[config.mk]
export PLATFORM = sky130hd
export DESIGN_NAME = tw_share_timer
export DESIGN_NICKNAME = d
export VERILOG_FILES = /design/src/rtl/tw_pkg.sv /design/src/rtl/tw_edge_sync.sv /design/src/rtl/tw_prescaler.sv /design/src/rtl/tw_timer.sv /design/src/rtl/tw_wdog.sv /design/src/rtl/tw_share_timer.sv
export SDC_FILE = /design/constraint.sdc
export NUM_CORES = 1
export LEC_CHECK = 0
export CELL_PAD_IN_SITES_DETAIL_PLACEMENT = 1
export CELL_PAD_IN_SITES_GLOBAL_PLACEMENT = 1
export CORE_UTILIZATION = 38
export DETAILED_ROUTE_END_ITERATION = 10
export GPL_TIMING_DRIVEN = 0
export PLACE_DENSITY = 0.78
export SYNTH_ARGS = -nofsm -noshare
export SYNTH_HDL_FRONTEND = slang
export SYNTH_SLANG_ARGS = --single-unit
[constraint.sdc]
create_clock -name clk -period 2.7 [get_ports clk]
set_clock_uncertainty 0.2 [all_clocks]
set_input_delay 0.54 -clock clk [delete_from_list [all_inputs] [get_ports clk]]
set_output_delay 0.54 -clock clk [all_outputs]
set_load 0.02 [all_outputs]
[src/rtl/tw_pkg.sv]
package tw_pkg;
  typedef enum logic {
    OWN_TMR  = 1'b0,
    OWN_WDOG = 1'b1
  } pre_owner_e;

  localparam int TW_TMR_W  = 8;
  localparam int TW_PRE_W  = 8;
  localparam int TW_SEL_W  = 3;
  localparam int TW_WDOG_W = 8;
endpackage

[src/rtl/tw_edge_sync.sv]
module tw_edge_sync #(
  parameter int STAGES = 2
) (
  input  logic clk,
  input  logic rst_n,
  input  logic async_in,
  output logic rise_tick
);
  logic [STAGES-1:0] sync_q;
  logic              prev_q;

  always_ff @(posedge clk) begin
    if (!rst_n) begin
      sync_q <= '0;
      prev_q <= 1'b0;
    end else begin
      sync_q <= {sync_q[STAGES-2:0], async_in};
      prev_q <= sync_q[STAGES-1];
    end
  end

  assign rise_tick = sync_q[STAGES-1] & ~prev_q;
endmodule

[src/rtl/tw_prescaler.sv]
module tw_prescaler #(
  parameter int PRE_W = 8,
  localparam int SH_W = $clog2(PRE_W + 1)
) (
  input  logic            clk,
  input  logic            rst_n,
  input  logic            clr,
  input  logic            in_tick,
  input  logic [SH_W-1:0] shift,
  output logic            out_tick
);
  logic [PRE_W-1:0] cnt_q;
  logic [PRE_W-1:0] mask;

  for (genvar i = 0; i < PRE_W; i++) begin : g_mask
    localparam logic [SH_W-1:0] IDX = SH_W'(i);
    assign mask[i] = (IDX < shift);
  end

  always_ff @(posedge clk) begin
    if (!rst_n)       cnt_q <= '0;
    else if (clr)     cnt_q <= '0;
    else if (in_tick) cnt_q <= cnt_q + 1'b1;
  end

  assign out_tick = in_tick & ~clr & ((cnt_q & mask) == mask);
endmodule

[src/rtl/tw_timer.sv]
module tw_timer #(
  parameter int TMR_W = 8
) (
  input  logic             clk,
  input  logic             rst_n,
  input  logic             wr_en,
  input  logic [TMR_W-1:0] wr_data,
  input  logic             tick,
  input  logic             ovf_clr,
  output logic [TMR_W-1:0] count,
  output logic             ovf_flag
);
  logic wrap;

  assign wrap = tick & ~wr_en & (count == {TMR_W{1'b1}});

  always_ff @(posedge clk) begin
    if (!rst_n)     count <= '0;
    else if (wr_en) count <= wr_data;
    else if (tick)  count <= count + 1'b1;
  end

  always_ff @(posedge clk) begin
    if (!rst_n)       ovf_flag <= 1'b0;
    else if (wrap)    ovf_flag <= 1'b1;
    else if (ovf_clr) ovf_flag <= 1'b0;
  end
endmodule

[src/rtl/tw_wdog.sv]
module tw_wdog #(
  parameter int WDOG_W = 8
) (
  input  logic clk,
  input  logic rst_n,
  input  logic clr,
  input  logic tick,
  input  logic en,
  output logic timeout
);
  logic [WDOG_W-1:0] cnt_q;

  always_ff @(posedge clk) begin
    if (!rst_n)    cnt_q <= '0;
    else if (clr)  cnt_q <= '0;
    else if (tick) cnt_q <= cnt_q + 1'b1;
  end

  always_ff @(posedge clk) begin
    if (!rst_n) timeout <= 1'b0;
    else        timeout <= en & tick & ~clr & (cnt_q == {WDOG_W{1'b1}});
  end
endmodule

[src/rtl/tw_share_timer.sv]
module tw_share_timer
  import tw_pkg::*;
#(
  parameter int TMR_W  = TW_TMR_W,
  parameter int PRE_W  = TW_PRE_W,
  parameter int SEL_W  = TW_SEL_W,
  parameter int WDOG_W = TW_WDOG_W
) (
  input  logic             clk,
  input  logic             rst_n,
  input  logic             lf_clk,
  input  logic             tmr_wr_en,
  input  logic [TMR_W-1:0] tmr_wr_data,
  input  logic             tmr_src_lf,
  input  logic             own_wdog,
  input  logic [SEL_W-1:0] div_sel,
  input  logic             wd_en,
  input  logic             wdog_clr,
  input  logic             sleep_stb,
  input  logic             ovf_clr,
  output logic [TMR_W-1:0] tmr_count,
  output logic             ovf_flag,
  output logic             wd_timeout
);
  localparam int SH_W = $clog2(PRE_W + 1);

  pre_owner_e      owner;
  logic            icyc_q;
  logic            lf_tick;
  logic            src_tick;
  logic            pre_in;
  logic            pre_out;
  logic            pre_clr;
  logic [SH_W-1:0] shift;
  logic            tmr_tick;
  logic            wd_tick;

  assign owner = own_wdog ? OWN_WDOG : OWN_TMR;

  // instruction clock enable: core clock divided by two
  always_ff @(posedge clk) begin
    if (!rst_n) icyc_q <= 1'b0;
    else        icyc_q <= ~icyc_q;
  end

  tw_edge_sync #(.STAGES(2)) u_sync (
    .clk       (clk),
    .rst_n     (rst_n),
    .async_in  (lf_clk),
    .rise_tick (lf_tick)
  );

  assign src_tick = tmr_src_lf ? lf_tick : icyc_q;

  always_comb begin
    pre_in   = src_tick;
    shift    = SH_W'(div_sel) + SH_W'(1);
    tmr_tick = pre_out;
    wd_tick  = lf_tick;
    pre_clr  = tmr_wr_en;
    if (owner == OWN_WDOG) begin
      pre_in   = lf_tick;
      shift    = SH_W'(div_sel);
      tmr_tick = src_tick;
      wd_tick  = pre_out;
      pre_clr  = tmr_wr_en | wdog_clr | sleep_stb;
    end
  end

  tw_prescaler #(.PRE_W(PRE_W)) u_pre (
    .clk      (clk),
    .rst_n    (rst_n),
    .clr      (pre_clr),
    .in_tick  (pre_in),
    .shift    (shift),
    .out_tick (pre_out)
  );

  tw_timer #(.TMR_W(TMR_W)) u_tmr (
    .clk      (clk),
    .rst_n    (rst_n),
    .wr_en    (tmr_wr_en),
    .wr_data  (tmr_wr_data),
    .tick     (tmr_tick),
    .ovf_clr  (ovf_clr),
    .count    (tmr_count),
    .ovf_flag (ovf_flag)
  );

  tw_wdog #(.WDOG_W(WDOG_W)) u_wd (
    .clk     (clk),
    .rst_n   (rst_n),
    .clr     (wdog_clr),
    .tick    (wd_tick),
    .en      (wd_en),
    .timeout (wd_timeout)
  );
endmodule

==> qor.csv, run 1 <==
stage;metric;value;unit
setup_path;crit_family;simple AND/OR/NAND/NOR gates;
setup_path;cp.required;2.66;ns
global_route;grt_pass1_vias;1579;
routing;dr_total_vias;1604;
timing;tightest_slew;0.486;ns
placement;dp_hpwl;3170;um
setup_path;startpoint;div_sel[0];
final_layout;instances_no_fill;295;
final_layout;nFillCells;518;
cts;clk_pin_slew_worst_paths;0.07;ns
setup_path;rr_startpoint;u_pre.cnt_q[4]$_SDFFE_PP0P_;
placement;port_buffers;30;
setup_path;path_class;in2reg;
timing;finalCriticalPeriod;2.58;ns
floorplanning;die_area;4750;um^2
min_path;min_path_type;reg2reg;
floorplanning;die_h;68.9;um
min_path;hold_depth;1;
routing;wl;4530;um
setup_path;worstPathCellList;dlygate4sd2_1 -> ha_4 -> or3b_2 -> a21oi_2 -> nor4_4 -> buf_4 -> o2111ai_2 -> a21oi_1 -> xnor2_1 -> nor2_1;
setup_path;endpoint_kind;flip-flop;
pwr;p_leak;0.805;nW
pwr;p_per_area;483;nW/um^2
final_layout;area_growth;31.9;%
yosys;synth_area_leaders;dfxtp_1, nand2_1, xnor2_1;
routing;vias_per_cell;5.44;
placement;globalplace.congestion;0.767;
timing;fmax;388;MHz
cts;cts-htree-levels;2;
timing;min_period_over_period;0.955;
setup_path;cp.arrival;2.54;ns
floorplanning;placementRows;23;
floorplanning;start_util;0.410;
final_layout;diodes;0;
setup_path;critPathBufInv;2;
global_route;grt_overflow;0;
yosys;synth.largest_area_cell;dfxtp_1;
routing;drt-initial-drc-count;74;
yosys;synth_cell_types;49;
yosys;yosysWarnings;0;
global_route;grtUsageTotal;0.211;
cts;worstSkewPairLatency;0.28;ns
yosys;syn_area_per_cell;8.42;um^2
timing;maxSlewHeadroom;0.670;
flow_run;maxCapViolCount;0;
setup_path;worstSetupStartpointType;primary input;
yosys;synthesis.nets;227;
final_layout;drive_gt1_frac;0.143;
routing;drt-wirelength-per-cell;15.4;um
cts;cts_tree;built;
cts;clock-sinks;30;
status;status;complete, no violations;
timing;rsz0062_at_grt;yes;
timing;maxSlewViolCount;0;
cts;hold_buffers;0;
placement;dp_cells;282;
floorplanning;ios;31;
setup_path;rr_worst_depth;8;
routing;first_pass_iters;4;
final_layout;multi_input_area;1080;um^2
global_route;grt_max_degree;11;
final_layout;nets;269;
yosys;synth-seq-area-share;0.353;
setup_path;r2r_end;u_wd.cnt_q[7]$_SDFFE_PP0P_;
setup_path;max_stage_delay;0.45;ns
global_route;grt_pass1_wl;7270;um
setup_path;critical_path.slowest_cell;or3b_2;
placement;placed_area;2060;um^2
cts;cts_buffer_depth;2;
floorplanning;core-area;4140;um^2
floorplanning;die_w;68.9;um
setup_path;cp-endpoint;u_wd.cnt_q[7]$_SDFFE_PP0P_;
final_layout;fin_area;2240;um^2
yosys;synthesis.area;1700;um^2
setup_path;cp_num_cells;10;
final_layout;seqCellArea;601;um^2
timing;setup_viol;0;
cts;cts_made_buffers;5;
pwr;vdd_drop_max;0.000370;V
setup_path;path_max_fanout;8;
cts;cts_root_buffer;clkbuf_8;
pwr;p_total;1.08;mW
yosys;synth_cells;202;
yosys;ys_ff_latch;30;
setup_path;regToRegSetupSlack;0.39;ns
routing;antenna_left;0;
global_route;antenna_found_initial;0;
routing;drc;0;
timing;final_hold_viol_count;0;
yosys;netlist.area_leader.share;0.353;
worst min-delay path by stage:
| stage | start | to |
|---|---|---|
| after floorplan | u_sync.sync_q[0]$_SDFF_PN0_ | u_sync.sync_q[1]$_SDFF_PN0_ |
| after global placement | u_sync.sync_q[0]$_SDFF_PN0_ | u_sync.sync_q[1]$_SDFF_PN0_ |
| after detailed placement | u_sync.sync_q[0]$_SDFF_PN0_ | u_sync.sync_q[1]$_SDFF_PN0_ |
| after CTS | u_sync.sync_q[0]$_SDFF_PN0_ | u_sync.sync_q[1]$_SDFF_PN0_ |
| after global routing | u_sync.sync_q[0]$_SDFF_PN0_ | u_sync.sync_q[1]$_SDFF_PN0_ |
| final | u_sync.sync_q[0]$_SDFF_PN0_ | u_sync.sync_q[1]$_SDFF_PN0_ |
where the power goes:
| part | switching, mW | internal [mW] |
|---|---|---|
| registers | 0.0146 | 0.455 |
| clock network | 0.177 | 0.271 |
| logic | 0.0827 | 0.0822 |
synthesized netlist by cell type (all sizes together):
library cell,count
a211oi,1
a21boi,2
a21o,2
a21oi,11
a22o,2
a311oi,2
a31oi,2
a41oi,1
and2,6
and2b,1
and3,3
and3b,1
and4,2
and4bb,1
buf,4
clkbuf,5
dfxtp,30
ha,4
inv,3
mux2,1
mux2i,3
nand2,22
nand2b,4
nand3,13
nand4,5
nand4b,2
nor2,19
nor2b,6
nor3,5
nor3b,1
nor4,2
nor4bb,1
o2111ai,1
o211ai,2
o21ai,12
o311ai,1
o31ai,1
or3,2
or3b,1
or4b,1
xnor2,9
xor2,5
timing repair:
item | CTS | global route
setup buffers | 4 | 0
pin swaps | 6 | 3
resized for setup | 8 | 7
gates cloned | 1 | 0
setup endpoints to repair | 18 | 18
metrics by stage:
stage	setup slack, ns	util	hold WS, ns	TNS (ns)
2_1_floorplan	0.189	-	0.212	0
3_3_place_gp	-0.622	0.498	0.214	-9.14
3_5_place_dp	-0.665	0.498	0.222	-9.84
4_1_cts	0.00430	0.538	0.239	0
5_1_grt	-0.00669	0.541	0.268	-0.00669
6_report	0.120	0.541	0.235	0
layout make-up:
type / count / area share
tap: 50 / 0.0279
sequential: 30 / 0.268
buffer: 9 / 0.0223
inverter: 3 / 0.00502
timing repair buffer: 35 / 0.148
clock buffer: 5 / 0.0307
multi-input combinational: 160 / 0.480
clock inverter: 3 / 0.0179
kinds of logic (layout without fill, tap and decap cells):
family / Yosys count / count (layout) / synth area share
simple gates: 98 / 98 / 0.325
compound gates: 40 / 40 / 0.158
flops: 30 / 30 / 0.353
xor+xnor: 14 / 14 / 0.0721
buf+inv: 12 / 55 / 0.0361
fa+ha+maj: 4 / 4 / 0.0294
mux: 4 / 4 / 0.0265
layer usage:
metal | up-vias | wire length [um] | global-route usage
met3 | 5 | 121 | 0.0526
met5 | - | 0 | 0
li1 | 801 | - | -
met1 | 779 | 2210 | 0.264
met2 | 19 | 2140 | 0.343
met4 | 0 | 52 | 0.0842
sequential cells by signal, summed over array words and instances, names as in the netlist:
name / count
u_pre.cnt_q: 8
u_tmr.ovf_flag: 1
u_sync.sync_q: 2
u_sync.prev_q: 1
u_wd.cnt_q: 8
icyc_q: 1
u_tmr.count: 8
u_wd.timeout: 1
cells in the final DEF, fill, tap and decap left out, types with 3 or more instances in the layout:
| master | synthesis | final |
|---|---|---|
| a21oi_1 | 11 | 10 |
| xor2_1 | 5 | 5 |
| buf_4 | 0 | 4 |
| nand4_1 | 5 | 5 |
| nor2b_1 | 6 | 6 |
| and3_1 | 3 | 3 |
| o21ai_0 | 11 | 10 |
| ha_1 | 4 | 3 |
| nand2_1 | 21 | 20 |
| clkbuf_1 | 5 | 5 |
| xnor2_1 | 9 | 9 |
| nor2_1 | 19 | 18 |
| clkdlybuf4s50_1 | 0 | 25 |
| nand3_1 | 13 | 13 |
| nor3_2 | 3 | 3 |
| dfxtp_1 | 30 | 30 |
| clkbuf_8 | 0 | 5 |
| nand2b_1 | 4 | 4 |
| and2_1 | 6 | 6 |
| inv_1 | 3 | 3 |
Power figures use the tool's default switching activity.
==> run 2: changes to the inputs <==
- SLEW_MARGIN: unset -> 25
==> results of run 2 <==
No change in the layout: final DEF, timing and power equal those of run 1.
==> run 3: changes to the inputs <==
- CTS_CLUSTER_SIZE: unset -> 24
- SLEW_MARGIN: 25 -> 20
==> results of run 3 <==
No change in the layout: final DEF, timing and power equal those of run 1.
